**src/rtl/dpa_pkg.sv**
```systemverilog
package dpa_pkg;

  typedef enum logic [3:0] {
    OP_AND = 4'd0,  OP_EOR = 4'd1,  OP_SUB = 4'd2,  OP_RSB = 4'd3,
    OP_ADD = 4'd4,  OP_ADC = 4'd5,  OP_SBC = 4'd6,  OP_RSC = 4'd7,
    OP_TST = 4'd8,  OP_TEQ = 4'd9,  OP_CMP = 4'd10, OP_CMN = 4'd11,
    OP_ORR = 4'd12, OP_MOV = 4'd13, OP_BIC = 4'd14, OP_MVN = 4'd15
  } alu_op_e;

  typedef struct packed {
    logic n;
    logic z;
    logic c;
    logic v;
  } nzcv_t;

  // compare group: flags only, never a result write
  function automatic logic op_is_test(alu_op_e op);
    return (op == OP_TST) || (op == OP_TEQ) || (op == OP_CMP) || (op == OP_CMN);
  endfunction

  function automatic logic op_is_logical(alu_op_e op);
    case (op)
      OP_AND, OP_EOR, OP_TST, OP_TEQ, OP_ORR, OP_MOV, OP_BIC, OP_MVN: return 1'b1;
      default: return 1'b0;
    endcase
  endfunction

  // operands swapped before the adder
  function automatic logic op_swaps(alu_op_e op);
    return (op == OP_RSB) || (op == OP_RSC);
  endfunction

  // second adder input inverted (subtract forms)
  function automatic logic op_inverts(alu_op_e op);
    case (op)
      OP_SUB, OP_RSB, OP_SBC, OP_RSC, OP_CMP: return 1'b1;
      default: return 1'b0;
    endcase
  endfunction

  // carry into the adder
  function automatic logic op_carry_in(alu_op_e op, logic c_flag);
    case (op)
      OP_SUB, OP_RSB, OP_CMP:   return 1'b1;
      OP_ADC, OP_SBC, OP_RSC:   return c_flag;
      default:                  return 1'b0;
    endcase
  endfunction

  // transfer kind {read, saved} for the compare group with set-flags clear
  function automatic logic [1:0] xfer_code(alu_op_e op);
    case (op)
      OP_TEQ:  return 2'b00;
      OP_CMN:  return 2'b01;
      OP_TST:  return 2'b10;
      default: return 2'b11;
    endcase
  endfunction

endpackage

```
**src/rtl/dpa_opsel.sv**
```systemverilog
module dpa_opsel #(
  parameter int XLEN      = 32,
  parameter int RIDX_W    = 4,
  parameter int PC_IDX    = 15,
  parameter int PC_AHEAD  = 8,
  parameter int RS_EXTRA  = 4
) (
  input  logic [RIDX_W-1:0] src_idx,
  input  logic [XLEN-1:0]   src_val,
  input  logic [XLEN-1:0]   insn_addr,
  input  logic              b_reg_shift,
  output logic              src_is_pc,
  output logic [XLEN-1:0]   op_a
);
  localparam logic [RIDX_W-1:0] PC_CODE   = RIDX_W'(PC_IDX);
  localparam logic [XLEN-1:0]   AHEAD_N   = XLEN'(PC_AHEAD);
  localparam logic [XLEN-1:0]   AHEAD_RS  = XLEN'(PC_AHEAD + RS_EXTRA);

  assign src_is_pc = (src_idx == PC_CODE);

  always_comb begin
    if (!src_is_pc)       op_a = src_val;
    else if (b_reg_shift) op_a = insn_addr + AHEAD_RS;
    else                  op_a = insn_addr + AHEAD_N;
  end
endmodule

```
**src/rtl/dpa_arith.sv**
```systemverilog
module dpa_arith
  import dpa_pkg::*;
#(
  parameter int XLEN = 32
) (
  input  alu_op_e         op,
  input  logic [XLEN-1:0] a,
  input  logic [XLEN-1:0] b,
  input  logic            c_flag,
  output logic [XLEN-1:0] sum,
  output logic            carry,
  output logic            ovf
);
  localparam int MSB = XLEN - 1;

  logic [XLEN-1:0] p, q, q_in;
  logic            cin;

  always_comb begin
    p    = op_swaps(op) ? b : a;
    q    = op_swaps(op) ? a : b;
    q_in = op_inverts(op) ? ~q : q;
    cin  = op_carry_in(op, c_flag);
    {carry, sum} = {1'b0, p} + {1'b0, q_in} + {{XLEN{1'b0}}, cin};
    ovf  = (p[MSB] == q_in[MSB]) && (sum[MSB] != p[MSB]);
  end
endmodule

```
**src/rtl/dpa_logic.sv**
```systemverilog
module dpa_logic
  import dpa_pkg::*;
#(
  parameter int XLEN = 32
) (
  input  alu_op_e         op,
  input  logic [XLEN-1:0] a,
  input  logic [XLEN-1:0] b,
  output logic [XLEN-1:0] res
);
  always_comb begin
    case (op)
      OP_AND, OP_TST: res = a & b;
      OP_EOR, OP_TEQ: res = a ^ b;
      OP_ORR:         res = a | b;
      OP_MOV:         res = b;
      OP_BIC:         res = a & ~b;
      OP_MVN:         res = ~b;
      default:        res = '0;
    endcase
  end
endmodule

```
**src/rtl/dpa_unit.sv**
```systemverilog
module dpa_unit
  import dpa_pkg::*;
#(
  parameter int XLEN   = 32,
  parameter int RIDX_W = 4,
  parameter int PC_IDX = 15
) (
  input  logic              clk,
  input  logic              rst_n,
  input  logic              in_valid,
  input  logic [3:0]        op_code,
  input  logic              set_flags,
  input  logic [RIDX_W-1:0] src_idx,
  input  logic [XLEN-1:0]   src_val,
  input  logic [XLEN-1:0]   insn_addr,
  input  logic              b_reg_shift,
  input  logic [XLEN-1:0]   op_b,
  input  logic              shift_carry,
  input  logic [RIDX_W-1:0] dst_idx,
  input  logic [3:0]        cur_flags,
  input  logic [3:0]        saved_flags,
  output logic              out_valid,
  output logic [XLEN-1:0]   result,
  output logic              result_we,
  output logic [RIDX_W-1:0] dst_out,
  output logic [3:0]        flags_next,
  output logic              flags_we,
  output logic              psr_xfer,
  output logic [1:0]        xfer_kind,
  output logic              restore_saved,
  output logic              flush
);
  localparam int                MSB     = XLEN - 1;
  localparam logic [RIDX_W-1:0] PC_CODE = RIDX_W'(PC_IDX);

  alu_op_e op;
  nzcv_t   cur_f;
  assign op    = alu_op_e'(op_code);
  assign cur_f = nzcv_t'(cur_flags);

  // named internal events
  logic            src_is_pc;
  logic [XLEN-1:0] op_a;
  logic [XLEN-1:0] arith_sum, logic_res, alu_res;
  logic            arith_c, arith_v;
  logic            ev_test, ev_logical, ev_xfer, ev_dst_pc, ev_restore;
  logic            ev_write, ev_flush;
  nzcv_t           alu_f, next_f;

  dpa_opsel #(.XLEN(XLEN), .RIDX_W(RIDX_W), .PC_IDX(PC_IDX)) u_opsel (
    .src_idx     (src_idx),
    .src_val     (src_val),
    .insn_addr   (insn_addr),
    .b_reg_shift (b_reg_shift),
    .src_is_pc   (src_is_pc),
    .op_a        (op_a)
  );

  dpa_arith #(.XLEN(XLEN)) u_arith (
    .op     (op),
    .a      (op_a),
    .b      (op_b),
    .c_flag (cur_f.c),
    .sum    (arith_sum),
    .carry  (arith_c),
    .ovf    (arith_v)
  );

  dpa_logic #(.XLEN(XLEN)) u_logic (
    .op  (op),
    .a   (op_a),
    .b   (op_b),
    .res (logic_res)
  );

  assign ev_test    = op_is_test(op);
  assign ev_logical = op_is_logical(op);
  assign ev_xfer    = ev_test && !set_flags;
  assign ev_dst_pc  = (dst_idx == PC_CODE);
  assign ev_restore = set_flags && ev_dst_pc;
  assign ev_write   = !ev_test;
  assign ev_flush   = ev_write && ev_dst_pc;
  assign alu_res    = ev_logical ? logic_res : arith_sum;

  always_comb begin
    alu_f.n = alu_res[MSB];
    alu_f.z = (alu_res == '0);
    alu_f.c = ev_logical ? shift_carry : arith_c;
    alu_f.v = ev_logical ? cur_f.v : arith_v;
    if (ev_restore)     next_f = nzcv_t'(saved_flags);
    else if (set_flags) next_f = alu_f;
    else                next_f = cur_f;
  end

  always_ff @(posedge clk or negedge rst_n) begin
    if (!rst_n) begin
      out_valid     <= 1'b0;
      result        <= '0;
      result_we     <= 1'b0;
      dst_out       <= '0;
      flags_next    <= '0;
      flags_we      <= 1'b0;
      psr_xfer      <= 1'b0;
      xfer_kind     <= '0;
      restore_saved <= 1'b0;
      flush         <= 1'b0;
    end else begin
      out_valid <= in_valid;
      if (in_valid) begin
        result        <= ev_xfer ? op_b : alu_res;
        result_we     <= ev_write;
        dst_out       <= dst_idx;
        flags_next    <= next_f;
        flags_we      <= set_flags;
        psr_xfer      <= ev_xfer;
        xfer_kind     <= ev_xfer ? xfer_code(op) : 2'b00;
        restore_saved <= ev_restore;
        flush         <= ev_flush;
      end
    end
  end
endmodule

```
**config.mk**
```make
export PLATFORM = sky130hd
export DESIGN_NAME = dpa_unit
export DESIGN_NICKNAME = d
export VERILOG_FILES = /design/src/rtl/dpa_pkg.sv /design/src/rtl/dpa_opsel.sv /design/src/rtl/dpa_arith.sv /design/src/rtl/dpa_logic.sv /design/src/rtl/dpa_unit.sv
export SDC_FILE = /design/constraint.sdc
export NUM_CORES = 1
export LEC_CHECK = 0
export BUFFER_PORTS_ARGS = -buffer_cell sky130_fd_sc_hd__buf_2
export CAP_MARGIN = 20
export CORE_ASPECT_RATIO = 0.8
export CORE_UTILIZATION = 35
export DETAILED_ROUTE_END_ITERATION = 7
export PLACE_DENSITY = 0.62
export SKIP_CTS_REPAIR_TIMING = 1
export SLEW_MARGIN = 40
export SYNTH_ARGS = -nofsm -noshare
export SYNTH_HDL_FRONTEND = slang
export SYNTH_HIERARCHICAL = 1
export SYNTH_SLANG_ARGS = --single-unit
```
**constraint.sdc**
```tcl
create_clock -name clk -period 2.4 [get_ports clk]
set_input_delay 0.36 -clock clk [delete_from_list [all_inputs] [get_ports clk]]
set_output_delay 0.36 -clock clk [all_outputs]
set_load 0.02 [all_outputs]
```
* After elaboration in Yosys (flattened, before gate mapping)
Memories as Yosys holds them, arrays and structs flattened.
Index checks and enable logic that the tools add are counted.
** Word-level totals
- Register bits after elaboration :: 48
- ROM bits :: 16
- Input port bits :: 122
- Output and inout bits :: 48
- Word-level logic and storage cells :: 72
- Memories :: 1
** Memories
- (no name shown) :: words 16, bits a word 1, rd ports 1, clocked after Yosys merged registers in 0, write ports 0, RTL line dpa_pkg.sv:23 : case (op)
** Cells by class
- Add/sub/neg operators :: 4
- Equal/unequal tests :: 18
- Multiplexer cells :: 16
- Bitwise operators :: 6
- Reduce and logical (&&, ||, !) cells :: 17
** Operators by type and width (number)
- 32-bit 2-to-1 mux :: 7
- 32-bit case mux with 6 select lines :: 1
- 32-bit by 4-bit adder with 32-bit output, second input constant :: 2
- 32-bit bitwise AND :: 2
- 32-bit inverter :: 2
- 4-bit equality test, second input constant :: 10
- 32-bit by 32-bit adder with 33-bit output :: 1
- 33-bit by 1-bit adder with 33-bit output :: 1
- 32-bit logical NOT :: 1
- 32-bit OR :: 1
- 32-bit XOR :: 1
- 4-bit by 3-bit equality test with 1-bit output, second input constant :: 3
- 4-bit by 2-bit equality test with 1-bit output, second input constant :: 2
- 4-bit 2-to-1 mux :: 2
- 2-bit case mux with 3 select lines :: 1
- 3-bit OR reduction :: 2
- 5-bit OR reduction :: 1
- 4-bit by 1-bit equality test with 1-bit output, second input constant :: 1
- 1-bit logical AND :: 4
- 4-bit logical NOT :: 1
- 1-bit logical OR :: 4
- 2-bit OR reduction :: 2
- 1-bit 2-to-1 mux :: 3
- 1-bit logical NOT :: 2
- other kinds (4) :: 4

* Logic depth before layout (Yosys ltp)
Gate-level depths: netlist of run 1.
- Depth after elaboration :: 13
- Depth in mapped cells :: 22
- Mapped depth without buffers :: 21

* Hierarchy
The synthesis of run 1 kept the hierarchy.
** By module, submodules not included
- dpa_arith :: times used 1, cells each 417, area an instance 3176.8 sq um, seq. area each 0.0 sq um
- dpa_logic :: times used 1, cells each 294, area an instance 2519.9 sq um, seq. area each 0.0 sq um
- dpa_unit :: times used 1, cells each 282, area an instance 2442.3 sq um, seq. area each 1201.2 sq um
- dpa_opsel :: times used 1, cells each 169, area an instance 967.2 sq um, seq. area each 0.0 sq um

* Worst setup path before layout of run 1
Ideal clock, no wire load.
- Path type :: input port to flip-flop
- Start point :: input insn_addr[2]
- End point :: register flags_next[2]
- Arrival time :: 4.209 ns
- Required time :: 2.324 ns
- Slack :: -1.886 ns
- Stages :: 20
- Path buffers :: 1
- Path through :: inv_1 ha_1 a211oi_1 buf_2 nand2_1 xor2_1 o21ai_0 mux2i_1 xor2_1 ha_1 a21o_1 a221oi_1 o31a_1 a21oi_1 or4_1 and4_1 nor4_1 and3_1 o2111ai_1 o21ai_1
** Between the ends
- Longest elaborated chain between the ends :: 12
- Elaborated cells on any way between the ends :: 19
- Those cells by class :: add/sub (4); mux (9); bitwise (5); reduce/logical (1)
** RTL lines
- from (decl) :: RTL line dpa_unit.sv:15 : input logic [XLEN-1:0] insn_addr,
- 32-bit by 4-bit adder with 32-bit output, on equally long branches :: RTL line dpa_opsel.sv:24, dpa_opsel.sv:23
- 32-bit 2-to-1 mux * :: RTL line dpa_opsel.sv:23 : else if (b_reg_shift) op_a = insn_addr + AHEAD_RS;
- 32-bit 2-to-1 mux * :: RTL line dpa_opsel.sv:22 : if (!src_is_pc) op_a = src_val;
- named net op_a[8] :: RTL line dpa_unit.sv:43 : logic [XLEN-1:0] op_a;
- 32-bit 2-to-1 mux :: RTL line dpa_arith.sv:21 : q = op_swaps(op) ? a : b;
- 32-bit inverter :: RTL line dpa_arith.sv:22 : q_in = op_inverts(op) ? ~q : q;
- 32-bit 2-to-1 mux :: RTL line dpa_arith.sv:22
- 32-bit by 32-bit adder with 33-bit output * :: RTL line dpa_arith.sv:24 : {carry, sum} = {1'b0, p} + {1'b0, q_in} + {{XLEN{1'b0}}, cin};
- 33-bit by 1-bit adder with 33-bit output * :: RTL line dpa_arith.sv:24
- named net arith_sum[23] :: RTL line dpa_unit.sv:44 : logic [XLEN-1:0] arith_sum, logic_res, alu_res;
- 32-bit 2-to-1 mux * :: RTL line dpa_unit.sv:83 : assign alu_res = ev_logical ? logic_res : arith_sum;
- 32-bit logical NOT * :: RTL line dpa_unit.sv:87 : alu_f.z = (alu_res == '0);
- 4-bit 2-to-1 mux * :: RTL line dpa_unit.sv:91 : else if (set_flags) next_f = alu_f;
- 4-bit 2-to-1 mux * :: RTL line dpa_unit.sv:90 : if (ev_restore) next_f = nzcv_t'(saved_flags);
- to (signal assigned) :: RTL line dpa_unit.sv:113 : flags_next <= next_f;
- to (decl) :: RTL line dpa_unit.sv:26 : output logic [3:0] flags_next,
The timed path passes the listed nets; every way through them passes the cells marked *.
A chain may end at the register's enable or synchronous reset.

* Worst setup path after layout of run 1
- Start point :: input insn_addr[3]
- End point :: register flags_next[2]
The elaborated chain is that of the path after synthesis.

==> results of run 1 <==
cell type report:
| type | instances | area (µm²) |
|---|---|---|
| tap | 351 | 439 |
| sequential | 48 | 1200 |
| multi-input combinational | 940 | 8330 |
| timing repair buffer | 560 | 4120 |
| fill | 2247 | 10800 |
| clock buffer | 6 | 139 |
| clock inverter | 2 | 38.8 |
| inverter | 88 | 345 |
placed cells by master (no fill, tap or decap), types with 20 or more instances in the layout:
| cell | instances |
|---|---|
| a21o_1 | 22 |
| a21oi_2 | 20 |
| a22oi_2 | 30 |
| a31oi_1 | 27 |
| buf_2 | 163 |
| buf_4 | 345 |
| buf_6 | 37 |
| dfrtp_1 | 48 |
| ha_1 | 56 |
| inv_1 | 83 |
| mux2_2 | 34 |
| mux2i_1 | 70 |
| nand2_1 | 110 |
| nand2_2 | 26 |
| nand2b_1 | 36 |
| nand3_1 | 20 |
| nand4_1 | 30 |
| nor2_1 | 31 |
| o221ai_2 | 30 |
| o22a_1 | 31 |
| o22ai_1 | 30 |
| xor2_1 | 52 |
synth_stat cells, drive strengths merged (5+ instances only):
cell type / n
nand2b: 36
nand4: 31
xnor2: 22
a221o: 7
nand3: 29
o22a: 31
nor2b: 9
mux2: 36
o21ai: 49
dfrtp: 48
a22oi: 31
inv: 88
ha: 66
a21oi: 45
nor2: 44
buf: 46
nor4: 15
clkbuf: 40
nor3: 14
nand2: 144
a31oi: 32
mux2i: 71
o221ai: 33
a211oi: 8
xor2: 60
and3: 9
o21a: 5
o22ai: 30
a21o: 22
or4: 5
cells by family after synthesis:
logic type,count (synthesis)
compound gates,327
xor+xnor,82
fa+ha+maj,68
buf+inv,174
flops,48
mux,107
simple gates,356
where the power goes:
group,total [mW],internal (mW),leakage (nW),switching [mW]
Combinational,5.50,2.68,6.22,2.82
Sequential,1.04,0.947,0.575,0.0880
Clock,0.910,0.524,0.0871,0.386
Total,7.45,4.15,6.88,3.30
worst max path at each step:
stage,from,endpoint,slack (ns)
6_report,insn_addr[3],flags_next[2],-1.90
3_3_place_gp,insn_addr[3],flags_next[2],-2.27
2_1_floorplan,insn_addr[7],flags_next[2],-1.59
3_5_place_dp,insn_addr[3],flags_next[2],-2.34
5_1_grt,insn_addr[3],flags_next[2],-2.08
4_1_cts,insn_addr[3],flags_next[2],-2.02
registers in the layout (all words and copies together) (netlist names):
signal / count
out_valid: 1
xfer_kind: 2
result_we: 1
restore_saved: 1
dst_out: 4
result: 32
flags_next: 4
flush: 1
flags_we: 1
psr_xfer: 1
metal layers:
metal  vias up  wire [µm]  GRT usage, %
li1       5248          -             -
met1      5391      17600          37.7
met2       430      18200          45.1
met3        61       2380          4.49
met4         0       1110          7.98
met5         -          0             0
worst max-delay path, delay by kind of cell:
| kind | cells | cell delay, ns |
|---|---|---|
| AND/OR/NAND/NOR | 7 | 1.53 |
| buffers and inverters | 7 | 0.86 |
| AO/OA/AOI/OAI | 7 | 0.82 |
| XOR/XNOR | 2 | 0.44 |
| adder cells (fa/ha/maj) | 2 | 0.41 |
| multiplexers | 1 | 0.12 |
metrics by stage:
stage	area (µm²)	hold slack, ns	setup TNS (ns)	util, %
4_1_cts	13300	0.0199	-43.04	52.4
3_5_place_dp	13100	0.371	-54.18	51.7
3_3_place_gp	13100	0.366	-52.19	51.7
5_1_grt	14600	0.0378	-44.14	57.5
2_1_floorplan	9500	0.0644	-32.41	-
6_report	14600	0.00193	-38.83	57.5
==> impl_metrics.toml, run 1 <==
[setup_path]
r2r_cells = 2
worstReg2RegEnd = "flags_next[2]"
r2r_slack_ns = 1.45
critPathRequiredTime_ns = 2.66
critPathArrivalTime_ns = 4.56
cpMaxStageDelayCell = "or4_1"
critical_path_class = "in -> reg"
worst_path_most_repeated_cell = "buf_4"
slowest_delay_ns = 0.43
crit_path_end_kind = "register"
start_kind = "input port"
cp_max_fo = 8
reg2reg_from = "flags_next[2]"

[cts]
clk_path_buf_depth = 2
cts_num_sinks = 48
htree_levels = 2
clock_latency_ns = 0.31
cts_buffers = 5
clk_pin_slew_ns = 0.09
tritoncts = "done"
root_buffer = "clkbuf_16"

[synth]
synth_edf_count = 0
yosysSeqAreaShare_pct = 13.2
ys_types = 76
ys_ff_latch = 48
ys_warn_count = 6
yosys.area.top_type = "dfrtp_1"
syn_nets = 1352
synthesis.area_per_instance_um2 = 7.84
ys.flop_type = "dfrtp_1"
synth_compound_area_share_pct = 29.2
synth_top_family_by_area = "compound AO/OA/AOI/OAI gates"
synth-simple-area-share_pct = 19.6
async_flop_share_pct = 100
syn_inst = 1162
synth_area_leaders = "dfrtp_1, ha_1, mux2i_1, nand2_1, xor2_1"
synth_top_area_share_pct = 13.2
synthXorXnorAreaFrac_pct = 7.89
netlist_area_um2 = 9110
synthAdderAreaFrac_pct = 9.51
synth_mux_area_share_pct = 12.3

[global_routing]
antenna_found_initial = 0
grt_pass1_wl_mm = 58.2
overflow = 0
grt.total_usage_pct = 27.8
grt_pass1_vias = 10900
grt_max_degree = 41

[pwr]
cellPowerDensity_nw_per_um2 = 509
p_leak_nw = 6.88
total_power_mw = 7.45
max-vdd-ir-drop_mv = 0.349

[sta]
max_freq_mhz = 233
fin_ws_ns = -1.90
max-slew-margin-rel_pct = 59.0
finalMaxSlewViolations = 0
tightest_slew_ns = 0.614
rsz0062_at_grt = "yes"
finalHoldViolCount = 0
setup-violations-final = 34
finalClockSkew_ns = 0
period_share_pct = 179
finalWorstPathRequiredPeriod_ns = 4.30

[detailed_routing]
wirelength_mm = 39.3
first_iter_violations = 848
vias_per_cell = 5.58
drc_errors = 0
antenna_left = 0
wire_per_inst_um = 19.7
first_pass_iters = 6
num_vias = 11100

[worst_hold_path]
hold_path_class = "in -> async"

[floorplan]
core_um2 = 25400
rows = 52
initial_core_util_pct = 35.8
die_w_um = 182
die_y_um = 146
dieArea_um2 = 26700
ios = 170

[placement]
routabilityCongestion = 0.983
dp_hpwl_mm = 30.8
portBuffers = 169
post-place-ws_ns = -2.34
place_inst = 1959

[layout]
final_layout_size_suffix_gt1_share_pct = 52.4
n_antenna_cell = 0
fin_nets = 1833
area_delta_synth_final_pct = 60.5
stdcell_count = 1995

[run_status]
outcome = "finished with violations"
violations = "negative setup slack"

[job]
maxCapViolCount = 0
(Power assumes the default switching activity.)
==> run 2, diff against run 1 <==
- ABC_AREA: unset -> 1
- PLACE_DENSITY: 0.62 -> 0.61
==> impl_metrics.toml, run 2 <==
[run_status]
outcome = "finished with violations"
violations = "negative setup slack"

[global_routing]
grt_pass1_vias = 12400
grt.total_usage_pct = 28.8
antenna_found_initial = 0
grt_max_degree = 52
grt_pass1_wl_mm = 66.1
overflow = 0

[cts]
tritoncts = "done"
cts_num_sinks = 48
root_buffer = "clkbuf_16"
clk_path_buf_depth = 2
htree_levels = 2
clock_latency_ns = 0.31
clk_pin_slew_ns = 0.08
cts_buffers = 5

[synth]
ys_ff_latch = 48
yosysMostFrequentCell = "nand2_1"
ys_warn_count = 6
ys.flop_type = "dfrtp_1"
synth_edf_count = 0
synth_area_leaders = "nand2_1, dfrtp_1, inv_1, ha_1, nand3_1"
synthTopCellsByCount = "nand2_1, inv_1, nor2_1"
netlist_area_um2 = 10000
ys_types = 41
synth_top_area_share_pct = 28.4
yosysSeqAreaShare_pct = 12.0
async_flop_share_pct = 100
synthesis.area_per_instance_um2 = 5.37
syn_nets = 2054
yosys.area.top_type = "nand2_1"
syn_inst = 1864

[layout]
layout_common_cells = "nand2_1, buf_4, inv_1, buf_2, nor2_1"
fin_nets = 2545
largest_register_ffs = 32
reg_top3 = "result: 32 flops, dst_out: 4 flops, flags_next: 4 flops"
area_delta_synth_final_pct = 58.1
n_antenna_cell = 0
finalInstanceArea_um2 = 15800
final_layout_size_suffix_gt1_share_pct = 37.9
largest_register = "result"
fin_util_pct = 57.1
nFillCells = 2723
final_common_cell = "nand2_1"

[sta]
finalHoldViolCount = 0
fin_setup_tns_ns = -28.91
finalMaxSlewViolations = 0
hold_slack_ns = 0.0833
rsz0062_at_grt = "yes"
fin_ws_ns = -1.33
setup-violations-final = 33
max-slew-margin-rel_pct = 53.7
finalClockSkew_ns = 0
finalWorstPathRequiredPeriod_ns = 3.73
period_share_pct = 156
max_freq_mhz = 268
tightest_slew_ns = 0.694

[setup_path]
r2r_slack_ns = 1.59
critPathRequiredTime_ns = 2.64
r2r_cells = 2
critPathArrivalTime_ns = 3.98
cpMaxStageDelayCell = "ha_1"
worstReg2RegEnd = "result[25]"
reg2reg_from = "result[25]"
slowest_delay_ns = 0.28
crit_path_end_kind = "register"
start_kind = "input port"
startpoint = "insn_addr[3]"
worst_path_most_repeated_cell = "nand2_1"
cp_max_fo = 5
critical_path_class = "in -> reg"

[worst_hold_path]
hold_path_class = "in -> async"

[placement]
portBuffers = 169
place_area_um2 = 13900
routabilityCongestion = 0.932
dp_hpwl_mm = 34.8

[detailed_routing]
drc_errors = 0
vias_per_cell = 5.12
wire_per_inst_um = 16.5
antenna_left = 0
first_pass_iters = 6
wirelength_mm = 44.8
num_vias = 13900
first_iter_violations = 1244

[floorplan]
core_um2 = 27700
ios = 170
initial_core_util_pct = 36.1
die_w_um = 191
dieArea_um2 = 29300
die_y_um = 153
rows = 54

[pwr]
p_leak_nw = 8.78
cellPowerDensity_nw_per_um2 = 469
total_power_mw = 7.42
max-vdd-ir-drop_mv = 0.301

[job]
maxCapViolCount = 0
run 2: metal layers:
| layer | global-route usage, % | wire length, µm |
|---|---|---|
| met3 | 3.49 | 2980 |
| met1 | 39.9 | 19900 |
| met4 | 7.70 | 1200 |
| met5 | 0 | 0 |
| met2 | 46.8 | 20700 |
run 2: critical path, delay by kind of cell:
family | cells | cell delay [ns]
simple gates | 17 | 1.39
xor+xnor | 2 | 0.26
fa+ha+maj | 2 | 0.41
compound gates | 3 | 0.46
buf+inv | 10 | 1.11
run 2: worst max-delay path by stage:
stage	depth (start not counted)	endpoint
floorplan	30	flags_next[2]
global placement	29	flags_next[2]
detailed placement	29	flags_next[2]
CTS	29	flags_next[2]
global route	32	flags_next[2]
finish	34	flags_next[2]
run 2: cells by family after synthesis:
group           after synthesis  synth area share (%)
simple gates               1098                  46.7
buf+inv                     331                  13.4
compound gates              259                  13.9
fa+ha+maj                    68                  8.66
xor+xnor                     60                  5.25
flops                        48                  12.0
run 2: layout make-up:
class                      instances  area, µm²  area share (%)
inverter                         258        976            6.17
sequential                        48       1200            7.60
tap                              364        455            2.88
clock buffer                       5        125           0.791
multi-input combinational       1485       8760            55.4
clock inverter                     3       26.3           0.166
timing repair buffer             557       4270            27.0
run 2: stage by stage:
| stage | cells | setup WS (ns) |
|---|---|---|
| after floorplan | 1864 | -0.831 |
| final | 2720 | -1.33 |
| after global routing | 2720 | -1.55 |
| after global placement | 2667 | -1.87 |
| after detailed placement | 2667 | -1.82 |
| after CTS | 2675 | -1.54 |
run 2: where the power goes:
group | switching (mW) | internal [mW] | leakage, nW
clock | 0.397 | 0.399 | 0.0748
combinational | 3.12 | 2.47 | 8.14
sequential | 0.0855 | 0.945 | 0.566
